===== config.mk =====
export PLATFORM = sky130hd
export DESIGN_NAME = minute_watchdog
export DESIGN_NICKNAME = d
export VERILOG_FILES = /design/src/rtl/wdt_pkg.sv /design/src/rtl/wdt_key_decode.sv /design/src/rtl/wdt_prescaler.sv /design/src/rtl/wdt_countdown.sv /design/src/rtl/minute_watchdog.sv
export SDC_FILE = /design/constraint.sdc
export NUM_CORES = 1
export LEC_CHECK = 0
export ABC_AREA = 1
export ABC_CLOCK_PERIOD_IN_PS = 2900
export BUFFER_PORTS_ARGS = -buffer_cell sky130_fd_sc_hd__buf_2
export CAP_MARGIN = 40
export CORE_ASPECT_RATIO = 1.1
export CORE_MARGIN = 2
export CORE_UTILIZATION = 56
export DETAILED_ROUTE_END_ITERATION = 8
export PLACE_DENSITY = 0.81
export SLEW_MARGIN = 20
export SYNTH_ARGS = -nofsm -noshare
export SYNTH_HDL_FRONTEND = slang
export SYNTH_HIERARCHICAL = 1
export SYNTH_SLANG_ARGS = --single-unit

===== constraint.sdc =====
create_clock -name clk -period 2.9 [get_ports clk]
set_input_delay 0.58 -clock clk [delete_from_list [all_inputs] [get_ports clk]]
set_output_delay 0.58 -clock clk [all_outputs]
set_load 0.05 [all_outputs]

===== src/rtl/wdt_pkg.sv =====
package wdt_pkg;

    localparam int DATA_W = 8;

    localparam logic [DATA_W-1:0] KEY_START = 8'h55;
    localparam logic [DATA_W-1:0] KEY_STOP  = 8'hAA;

    typedef enum logic [1:0] {
        SEL_LOCK = 2'd0,
        SEL_RUN  = 2'd1,
        SEL_STAT = 2'd2,
        SEL_TMR  = 2'd3
    } reg_sel_e;

    typedef struct packed {
        logic              start;
        logic              stop;
        logic              load;
        logic [DATA_W-1:0] load_val;
    } wdt_cmd_t;

    typedef struct packed {
        logic              running;
        logic [DATA_W-1:0] minutes;
        logic              status;
        logic              pulse;
    } wdt_state_t;

endpackage


===== src/rtl/wdt_key_decode.sv =====
module wdt_key_decode
    import wdt_pkg::*;
(
    input  logic              reg_we,
    input  logic [1:0]        reg_addr,
    input  logic [DATA_W-1:0] reg_wdata,
    input  logic              running,
    output wdt_cmd_t          cmd
);
    logic lock_wr;
    logic tmr_wr;

    always_comb begin
        lock_wr      = reg_we && (reg_sel_e'(reg_addr) == SEL_LOCK);
        tmr_wr       = reg_we && (reg_sel_e'(reg_addr) == SEL_TMR);
        cmd.start    = lock_wr && (reg_wdata == KEY_START);
        cmd.stop     = lock_wr && (reg_wdata == KEY_STOP);
        // reloads are refused while the watchdog is running
        cmd.load     = tmr_wr && !running;
        cmd.load_val = reg_wdata;
    end

endmodule


===== src/rtl/wdt_prescaler.sv =====
module wdt_prescaler #(
    parameter int TICKS_PER_MIN = 60,
    parameter bit USE_EXT_TICK  = 1'b1
) (
    input  logic clk,
    input  logic rst_n,
    input  logic run,
    input  logic restart,
    input  logic tick_in,
    output logic minute_stb
);
    localparam int CNT_W = (TICKS_PER_MIN > 2) ? $clog2(TICKS_PER_MIN) : 1;
    localparam logic [CNT_W-1:0] LAST = CNT_W'(TICKS_PER_MIN - 1);

    logic             qual;
    logic [CNT_W-1:0] cnt_d, cnt_q;

    generate
        if (USE_EXT_TICK) begin : g_ext
            assign qual = tick_in;
        end else begin : g_clk
            assign qual = 1'b1;
        end
    endgenerate

    always_comb begin
        minute_stb = run && qual && (cnt_q == LAST);
        cnt_d      = cnt_q;
        if (restart) begin
            cnt_d = '0;
        end else if (run && qual) begin
            cnt_d = (cnt_q == LAST) ? '0 : cnt_q + 1'b1;
        end
    end

    always_ff @(posedge clk or negedge rst_n) begin
        if (!rst_n) cnt_q <= '0;
        else        cnt_q <= cnt_d;
    end

endmodule


===== src/rtl/wdt_countdown.sv =====
module wdt_countdown
    import wdt_pkg::*;
#(
    parameter int RESET_MINUTES = 1
) (
    input  logic       clk,
    input  logic       rst_n,
    input  wdt_cmd_t   cmd,
    input  logic       minute_stb,
    output wdt_state_t st,
    output logic       run
);
    wdt_state_t st_d, st_q;

    always_comb begin
        st_d       = st_q;
        st_d.pulse = 1'b0;
        if (cmd.load) st_d.minutes = cmd.load_val;
        if (minute_stb && st_q.minutes != '0) begin
            st_d.minutes = st_q.minutes - 1'b1;
            if (st_q.minutes == DATA_W'(1)) begin
                st_d.pulse  = 1'b1;
                st_d.status = 1'b1;
            end
        end
        if (cmd.stop) begin
            st_d.running = 1'b0;
            if (!st_d.pulse) st_d.status = 1'b0;
        end else if (cmd.start) begin
            st_d.running = 1'b1;
        end
    end

    always_ff @(posedge clk or negedge rst_n) begin
        if (!rst_n) begin
            st_q.running <= 1'b0;
            st_q.minutes <= DATA_W'(RESET_MINUTES);
            st_q.status  <= 1'b0;
            st_q.pulse   <= 1'b0;
        end else begin
            st_q <= st_d;
        end
    end

    assign st  = st_q;
    assign run = st_q.running && (st_q.minutes != '0);

endmodule


===== src/rtl/minute_watchdog.sv =====
module minute_watchdog
    import wdt_pkg::*;
#(
    parameter int TICKS_PER_MIN = 60,
    parameter bit USE_EXT_TICK  = 1'b1,
    parameter int RESET_MINUTES = 1
) (
    input  logic              clk,
    input  logic              rst_n,
    input  logic              tick_in,
    input  logic              reg_we,
    input  logic [1:0]        reg_addr,
    input  logic [DATA_W-1:0] reg_wdata,
    output logic [DATA_W-1:0] reg_rdata,
    output logic              timeout_pulse
);
    wdt_cmd_t   cmd;
    wdt_state_t st;
    logic       run;
    logic       minute_stb;

    wdt_key_decode u_dec (
        .reg_we    (reg_we),
        .reg_addr  (reg_addr),
        .reg_wdata (reg_wdata),
        .running   (st.running),
        .cmd       (cmd)
    );

    wdt_prescaler #(
        .TICKS_PER_MIN (TICKS_PER_MIN),
        .USE_EXT_TICK  (USE_EXT_TICK)
    ) u_pre (
        .clk        (clk),
        .rst_n      (rst_n),
        .run        (run),
        .restart    (cmd.start),
        .tick_in    (tick_in),
        .minute_stb (minute_stb)
    );

    wdt_countdown #(
        .RESET_MINUTES (RESET_MINUTES)
    ) u_cnt (
        .clk        (clk),
        .rst_n      (rst_n),
        .cmd        (cmd),
        .minute_stb (minute_stb),
        .st         (st),
        .run        (run)
    );

    always_comb begin
        unique case (reg_sel_e'(reg_addr))
            SEL_LOCK: reg_rdata = '0;
            SEL_RUN:  reg_rdata = {{(DATA_W-1){1'b0}}, st.running};
            SEL_STAT: reg_rdata = {{(DATA_W-1){1'b0}}, st.status};
            default:  reg_rdata = st.minutes;
        endcase
    end

    assign timeout_pulse = st.pulse;

endmodule


==> results.md, run 1 <==
* Depth of the CTS H-tree at 1
* Die extent in x at 51.1 um
* Mapped Area at 0.00137 mm^2
* Share of cells above drive strength 1 at roughly 18%
* WL final at ~2600 um
* Final net count at 247
* Post_cts resized at 0
* Clock sink count at 17
* Routed via count at 1245
* Placeable Area at around 0.0023 mm^2
* Min Tclk post-route at approximately 2.3 ns
* WL/cell at around 10 um
* Async S/R FF share, synth at 100%
* Final period util at 79.0%
* Worst-path cell chain: inv_1 > ha_1 > nand2_4 > nor2_2 > nor2_1 > nand2_1 > nor2_1 > inv_1 > nor2_4 > nand2_1 > nand3_1 > nand2_1
* F_max at 0.436 GHz
* Worst-Skew Late Latency at 0.29 ns
* Num CTS Buffers at 3
* RSZ-0062 raised after global routing: no
* Clock tree root driver cell: clkbuf_4
* CP Buf/Inv Count at 2
* #FFs+latches synth at 17
* Global Route met3 Usage at 1.61%
* Post-DP HPWL at around 2100 um
* Post-layout util at between 60% and 70%
* Ant. Diodes at 0
* Crit Path Category: reg2reg
* Slew @ Worst Pin at 0.735 ns
* Kind of cell adding the most delay to the critical path: simple AND/OR/NAND/NOR gates
* CTS Hold Bufs at 0
* Post-synth EDFFs at 0
* Clock Pin Slew Worst Setup and Hold Paths at 0.10 ns
* DRC errors left at 0
* Max Root-Sink Buffers at 2
* Syn_area_per_cell at approximately 6.5 um^2
* Met2 usage at 37.5%
* Clock tree from TritonCTS: built
* GRT Total Usage at approximately a fifth
* Final hold violation count at 0
* Die Span Y at 55.9 um
* Via/cell ratio at 4.83
* Register area share after synthesis at 31.2%
* Crit path capture type: flop
* DRT antenna net count at 0
* Largest net degree at the start of global routing at 18
* Initial antenna violation count at 0
* Worst hold-check path type: in2async
* Setup TNS at 0 ns
* Cells after synthesis at between 200 and 250
* Die area at approximately 0.0029 mm^2
* Most used routing layer: met2
* Max-cap violations at 0
* Main synth FF type: dfrtp_1
* GRT met1 Usage at between 20% and 30%
* Clock Skews at around 0.0036 ns
* Iteration count of the initial detailed-routing pass at 5
* Status: finished clean
* I/O Pins at 23
* Slew margin rel. at 50.8%
* First-pass GRT wire length at 4620 um
* DR iter-0 viols at 32
* Vias in the first global route at roughly 1.1k
* Post-Syn Nets at 229
* Syn-to-layout area delta at 8.04%
* Buffers added on ports at 22
* CP max stage cell: dfstp_2
* Setup violations, final at 0
* Post-CTS Setup Inserts at 0
* Largest stage delay, worst path at 0.57 ns
* WP data required at just over 3 ns
* Pleak at 0.860 nW
* Startpoint types: flop
* Grt ovf at 0
* Initial Utilization at about three fifths
* YS warnings at 6
* Rows at 18
* Max-slew violation count at 0
* Crit path top cell by count: nand2_1
* Worst-path maximum fanout at 9
* Post-synthesis cell type count at 25
* Max VDD drop at 270 uV
* Routability cong. at 0.850
* Crit path DAT at 2.49 ns
* Cell Pwr Density at 430 mW/mm^2
==> kinds of logic (layout without fill, tap and decap cells) <==
family	Yosys count	in the layout	share of synthesized area (%)
AO/OA/AOI/OAI	16	16	6.95
AND/OR/NAND/NOR	127	127	42.8
adder cells (fa/ha/maj)	4	4	3.66
buffers and inverters	46	63	14.8
flip-flops	17	17	31.2
XOR/XNOR	1	1	0.640
==> Yosys cell counts (2+ instances only) <==
| cell | instances | area (um^2) |
|---|---|---|
| inv_1 | 35 | 131 |
| nand2_4 | 2 | 22.5 |
| dfrtp_1 | 16 | 400 |
| inv_2 | 2 | 7.51 |
| o21ai_0 | 6 | 30.0 |
| nor2_4 | 3 | 33.8 |
| ha_1 | 4 | 50.1 |
| nor2_1 | 30 | 113 |
| a21oi_1 | 7 | 35.0 |
| nand3_1 | 20 | 100 |
| buf_4 | 8 | 60.1 |
| nand3_2 | 2 | 20.0 |
| nand3b_1 | 2 | 15.0 |
| nand2_1 | 63 | 236 |
==> metal layers <==
layer / wire length (um) / vias to the layer above
met5: 0 / -
met4: 50 / 0
met3: 60 / 5
met2: 1340 / 21
met1: 1170 / 548
li1: - / 671
==> final timing paths <==
| kind | depth (start not counted) | start | end | slack (ns) |
|---|---|---|---|---|
| max | 12 | u_cnt/st[2]$_DFFE_PN1P_ | u_cnt/st[5]$_DFFE_PN0P_ | 0.61 |
| min in group clk | 2 | u_cnt/st[1]$_DFF_PN0_ | u_cnt/st[1]$_DFF_PN0_ | 0.54 |
| max reg2reg | 12 | u_cnt/st[2]$_DFFE_PN1P_ | u_cnt/st[5]$_DFFE_PN0P_ | 0.61 |
| min | 1 | rst_n | u_pre/cnt_q[5]$_DFFE_PN0P_ | 0.19 |
| min reg2reg | 2 | u_cnt/st[1]$_DFF_PN0_ | u_cnt/st[1]$_DFF_PN0_ | 0.54 |
| max in group asynchronous | 1 | rst_n | u_cnt/st[2]$_DFFE_PN1P_ | 2.39 |
==> metrics by stage <==
stage / cell area, um^2 / power (mW) / worst slack, ns / hold slack (ns) / cells
3_5_place_dp: 1450 / 0.511 / 0.618 / 0.524 / 254
3_3_place_gp: 1450 / 0.511 / 0.672 / 0.512 / 254
2_1_floorplan: 1370 / 0.464 / 0.808 / 0.284 / 211
4_1_cts: 1480 / 0.642 / 0.614 / 0.206 / 258
5_1_grt: 1480 / 0.685 / 0.389 / 0.210 / 258
6_report: 1480 / 0.636 / 0.608 / 0.191 / 258
==> sequential cells by signal (all words and copies together) (netlist names) <==
register and cells:
u_pre/cnt_q 6, u_cnt/st 11
==> layout by cell type (no fill, tap or decap), types with 2 or more instances in the layout <==
master and count:
buf_2 22, nand3_1 20, a21oi_1 7, dfrtp_1 16, nor2_1 30, inv_2 2, nand2_1 63, nor2_4 3
o21ai_0 6, clkbuf_4 3, nand3b_1 2, ha_1 4, nand2_4 2, nand3_2 2, inv_1 35
==> area by class of cell <==
| type | count | area, um^2 |
|---|---|---|
| Timing Repair Buffer | 22 | 110 |
| Clock buffer | 4 | 26.3 |
| Inverter | 37 | 139 |
| Sequential cell | 17 | 427 |
| Tap cell | 30 | 37.5 |
| Multi-Input combinational cell | 148 | 739 |
| Fill cell | 225 | 796 |
==> report_power, final <==
| part | leakage, nW | internal (mW) | switching (mW) | total, mW |
|---|---|---|---|---|
| combinational | 0.636 | 0.0696 | 0.135 | 0.204 |
| clock | 0.0150 | 0.0536 | 0.0753 | 0.129 |
| sequential | 0.209 | 0.267 | 0.0359 | 0.303 |
| total | 0.860 | 0.390 | 0.246 | 0.636 |
==> worst reg2reg max path, cell delays in order (launching register included) <==
cell and delay, ns:
dfstp_2 0.57, inv_1 0.09, ha_1 0.23, nand2_4 0.09, nor2_2 0.06, nor2_1 0.13, nand2_1 0.14, nor2_1 0.24
inv_1 0.11, nor2_4 0.28, nand2_1 0.09, nand3_1 0.10, nand2_1 0.06
No activity file was read; power rests on OpenSTA's default activity.
==> run 2, diff against run 1 <==
--- a/config.mk
+++ b/config.mk
@@ -5,15 +5,15 @@
 export SDC_FILE = /design/constraint.sdc
 export NUM_CORES = 1
 export LEC_CHECK = 0
-export ABC_AREA = 1
-export ABC_CLOCK_PERIOD_IN_PS = 2900
+export ABC_AREA = 0
+export ABC_CLOCK_PERIOD_IN_PS = 2100
 export BUFFER_PORTS_ARGS = -buffer_cell sky130_fd_sc_hd__buf_2
 export CAP_MARGIN = 40
 export CORE_ASPECT_RATIO = 1.1
 export CORE_MARGIN = 2
-export CORE_UTILIZATION = 56
+export CORE_UTILIZATION = 49
 export DETAILED_ROUTE_END_ITERATION = 8
-export PLACE_DENSITY = 0.81
+export PLACE_DENSITY = 0.77
 export SLEW_MARGIN = 20
 export SYNTH_ARGS = -nofsm -noshare
 export SYNTH_HDL_FRONTEND = slang
==> constraint.sdc (replaced) <==
create_clock -name clk -period 2.1 [get_ports clk]
set_input_delay 0.42 -clock clk [delete_from_list [all_inputs] [get_ports clk]]
set_output_delay 0.42 -clock clk [all_outputs]
set_load 0.05 [all_outputs]
==> run 2 against run 1 <==
Against the previous run: die area up 3.0%; synthesized cell count fell by 36%; hold slack got worse by 0.16 ns; global-route usage grew 2.0 points; critical path depth is 3 lower; core utilization shrank 3.0 points; final area grew 2.7%; final cell count shrank 24%; largest cell class unchanged; highest routed layer unchanged.
==> results.md, run 2 <==
* Commonest non-fill, non-tap cell in the layout: buf_2
* WL/cell at 15.3 um (+51%)
* Largest net degree at the start of global routing at 18 (unchanged)
* Via/cell ratio at 5.83 (+21%)
* DRT antenna net count at 0 (unchanged)
* Clock tree from TritonCTS: built
* Syn-to-layout area delta at 22.9%
* Register area share after synthesis at 34.5% (+3.3 points)
* Highest routed layer: met4
* CTS Hold Bufs at 0 (unchanged)
* Mapped Area at 0.00124 mm^2 (-9.7%)
* Post-synthesis cell type count at 41 (+64%)
* Status: finished clean
* Max VDD drop at 368 uV (+36%)
* Initial antenna violation count at 0 (unchanged)
* Clock tree root driver cell: clkbuf_4
* Pint at 550 uW (+41%)
* Leading area contributor after synthesis: dfrtp_1
* Setup violations, final at 0 (unchanged)
* Buffers added on ports at 22 (unchanged)
* Syn_area_per_cell at 9.09 um^2 (+40%)
* #FFs+latches synth at 17 (unchanged)
* Top cell type's share of synthesized area at 32.4% (+3.1 points)
* Total power at 861 uW (+35%)
* Switching power at 311 uW (+27%)
* Pleak at 0.690 nW (-20%)
* Clock Skews at 0.00510 ns (+0.00149 ns)
* Max-slew violation count at 0 (unchanged)
* Met1 WL at 1240 um (+6.2%)
* Multiplexer area fraction after synthesis at 4.15% (+4.1 points)
* Adder-Cell Fraction of Synth Area at 4.05% (+0.39 points)
* Post-synth EDFFs at 0 (unchanged)
* Post-Syn Nets at 154 (-33%)
* YS warnings at 6 (unchanged)
* Xor and xnor area share after synthesis at 0% (-0.64 points)
* WP data required at 2.30 ns (-0.79 ns)
* Final std cells w/o fill at 197 (-24%)
* First-pass GRT wire length at 5080 um (+9.8%)
* Final net count at 185 (-25%)
* Post-DP HPWL at 2320 um (+11%)
* Vias in the first global route at 1166 (+3.6%)
* DR iter-0 viols at 40 (+25%)
* Rows at 19 (+1)
* Worst hold-check path type: in2async
* Num CTS Buffers at 3 (unchanged)
* Placeable Area at 0.00245 mm^2 (+7.6%)
* Die extent in x at 51.9 um (+1.5%)
* GRT Total Usage at 23.2% (+2.0 points)
* Iteration count of the initial detailed-routing pass at 4 (-1)
* Routed via count at 1148 (-7.8%)
* Compound-gate portion of the synthesized area at 15.8% (+8.8 points)
* Sequential Power Share at 47.5% (about the same)
* Cell Pwr Density at 567 mW/mm^2 (+32%)
* Worst-Skew Late Latency at 0.30 ns (about the same)
* Main synth FF type: dfrtp_1
* Sw Share at 36.1% (-2.5 points)
* Final hold violation count at 0 (unchanged)
* Max reg flops at 11 (unchanged)
* Slew @ Worst Pin at 0.522 ns (-0.213 ns)
* Async S/R FF share, synth at 100% (unchanged)
* Die area at 0.00294 mm^2 (+3.0%)
* Startpoint types: flop
* Post-synth top cells: dfrtp_1, nand3_1, nand2_1
* Final period util at 99.3% (+20 points)
* Crit Path Category: reg2reg
* I/O Pins at 23 (unchanged)
* Share of cells above drive strength 1 at 36.7% (+19 points)
* DRC errors left at 0 (unchanged)
* Main combinational cell family by area after synthesis: simple AND/OR/NAND/NOR gates
* Grt ovf at 0 (unchanged)
* Crit path capture type: flop
* Clock power frac at 21.5% (+1.2 points)
* Ant. Diodes at 0 (unchanged)
* Die Span Y at 56.7 um (+1.5%)
* F_max at 0.479 GHz (+9.9%)
* Max-cap violations at 0 (unchanged)
* Clock Pin Slew Worst Setup and Hold Paths at 0.11 ns (about the same)
* Worst-path maximum fanout at 3 (-6)
* Routability cong. at 0.857 (+0.73%)
* Crit path DAT at 2.28 ns (-0.21 ns)
* Cells after synthesis at 136 (-36%)
* Min Tclk post-route at 2.09 ns (-0.206 ns)
* RSZ-0062 raised after global routing: yes
* Inst Count DP at 191 (-25%)
* Routed wl met3 at 69 um (+15%)
* Most frequent cells in the layout: buf_2, dfrtp_1, nand2_1, buf_4, nand3_1
* Synth top area cells: dfrtp_1, buf_4, nand3_1
* Combinational Power Share at 31.1% (-1.0 points)
* Met2 routed WL at 1650 um (+24%)
* Simple-gate share of the synthesized area at 32.9% (-9.9 points)
* WL final at 3010 um (+15%)
* Clock sink count at 17 (unchanged)
* Max Root-Sink Buffers at 2 (unchanged)
* Count leader, synth: dfrtp_1
* Slew margin rel. at 64.9% (+14 points)
* Depth of the CTS H-tree at 1 (unchanged)
* Initial Utilization at 50.5% (-9.7 points)
[run 2: cell types whose count changed in the layout (fill, tap and decap cells not counted), sizes merged, moves of 4 or more]
cell,delta
or3,+4
and3,+9
nand3,-9
mux2i,+4
inv,-28
and4bb,+4
nand2,-53
buf,+14
o21ai,-4
nor2,-28
[run 2: cell families (layout without fill, tap and decap cells)]
| logic type | after synthesis | in the layout |
|---|---|---|
| compound gates | 27 | 27 |
| fa+ha+maj | 4 | 4 |
| buf+inv | 19 | 49 |
| flops | 17 | 17 |
| mux | 5 | 5 |
| simple gates | 64 | 64 |
[run 2: layer usage]
layer / up-vias / GRT usage, %
met2: 19 / 42.5
met3: 4 / 2.39
met1: 561 / 26.4
met5: - / 0
li1: 564 / -
met4: 0 / 9.77
[run 2: worst max-delay path, cell delays in order, from the launching register on]
cell,delay (ns)
dfstp_2,0.55
inv_2,0.05
ha_4,0.16
a31oi_4,0.19
nand3_2,0.11
nor3_4,0.15
inv_2,0.06
a31o_4,0.22
mux2_2,0.28
o221a_4,0.23
[run 2: area by class of cell]
type                       instances  area (um^2)
inverter                           9         33.8
sequential                        17          427
timing repair buffer              36          223
fill                             201          930
tap                               31         38.8
multi-input combinational        100          771
clock buffer                       4         26.3
[run 2: power by group through the flow]
stage	combinational [mW]	clock [mW]	sequential, mW
detailed placement	0.261	0	0.413
floorplan	0.177	0	0.411
global route	0.295	0.207	0.415
finish	0.267	0.185	0.409
CTS	0.263	0.185	0.407
global placement	0.254	0	0.411
[run 2: worst paths after layout]
check                           slack, ns                    endpoint                    start  depth (start not counted)
max in group asynchronous            1.75     u_cnt/st[2]$_DFFE_PN1P_                    rst_n                          1
worst min-delay path                 0.03  u_pre/cnt_q[4]$_DFFE_PN0P_                    rst_n                          1
min in group clk                     0.38     u_cnt/st[2]$_DFFE_PN1P_             reg_wdata[0]                          3
worst max register to register       0.01     u_cnt/st[8]$_DFFE_PN0P_  u_cnt/st[2]$_DFFE_PN1P_                          9
worst max-delay path                 0.01     u_cnt/st[8]$_DFFE_PN0P_  u_cnt/st[2]$_DFFE_PN1P_                          9
worst min register to register       0.53       u_cnt/st[1]$_DFF_PN0_    u_cnt/st[1]$_DFF_PN0_                          2
[run 2: repair_timing]
| action | CTS | global route |
|---|---|---|
| resized for setup | 1 | 4 |
| pin swaps | 1 | 0 |
| setup endpoints to repair | 4 | 8 |
| hold endpoints to repair | 0 | 0 |
| gates cloned | 0 | 0 |
| buffers inserted | 0 | 2 |
[run 2: metrics by stage]
step                      setup WS (ns)  area (um^2)  TNS (ns)  util [%]  hold slack, ns
after floorplan                  -0.209         1290    -0.455         -           0.124
after global placement           0.0600         1460         0      59.4           0.371
after detailed placement       -0.00829         1460  -0.00829      59.4           0.379
after CTS                       0.00267         1480         0      60.5          0.0513
after global routing            -0.0625         1520    -0.174      62.0          0.0541
final                            0.0138         1520         0      62.0          0.0321
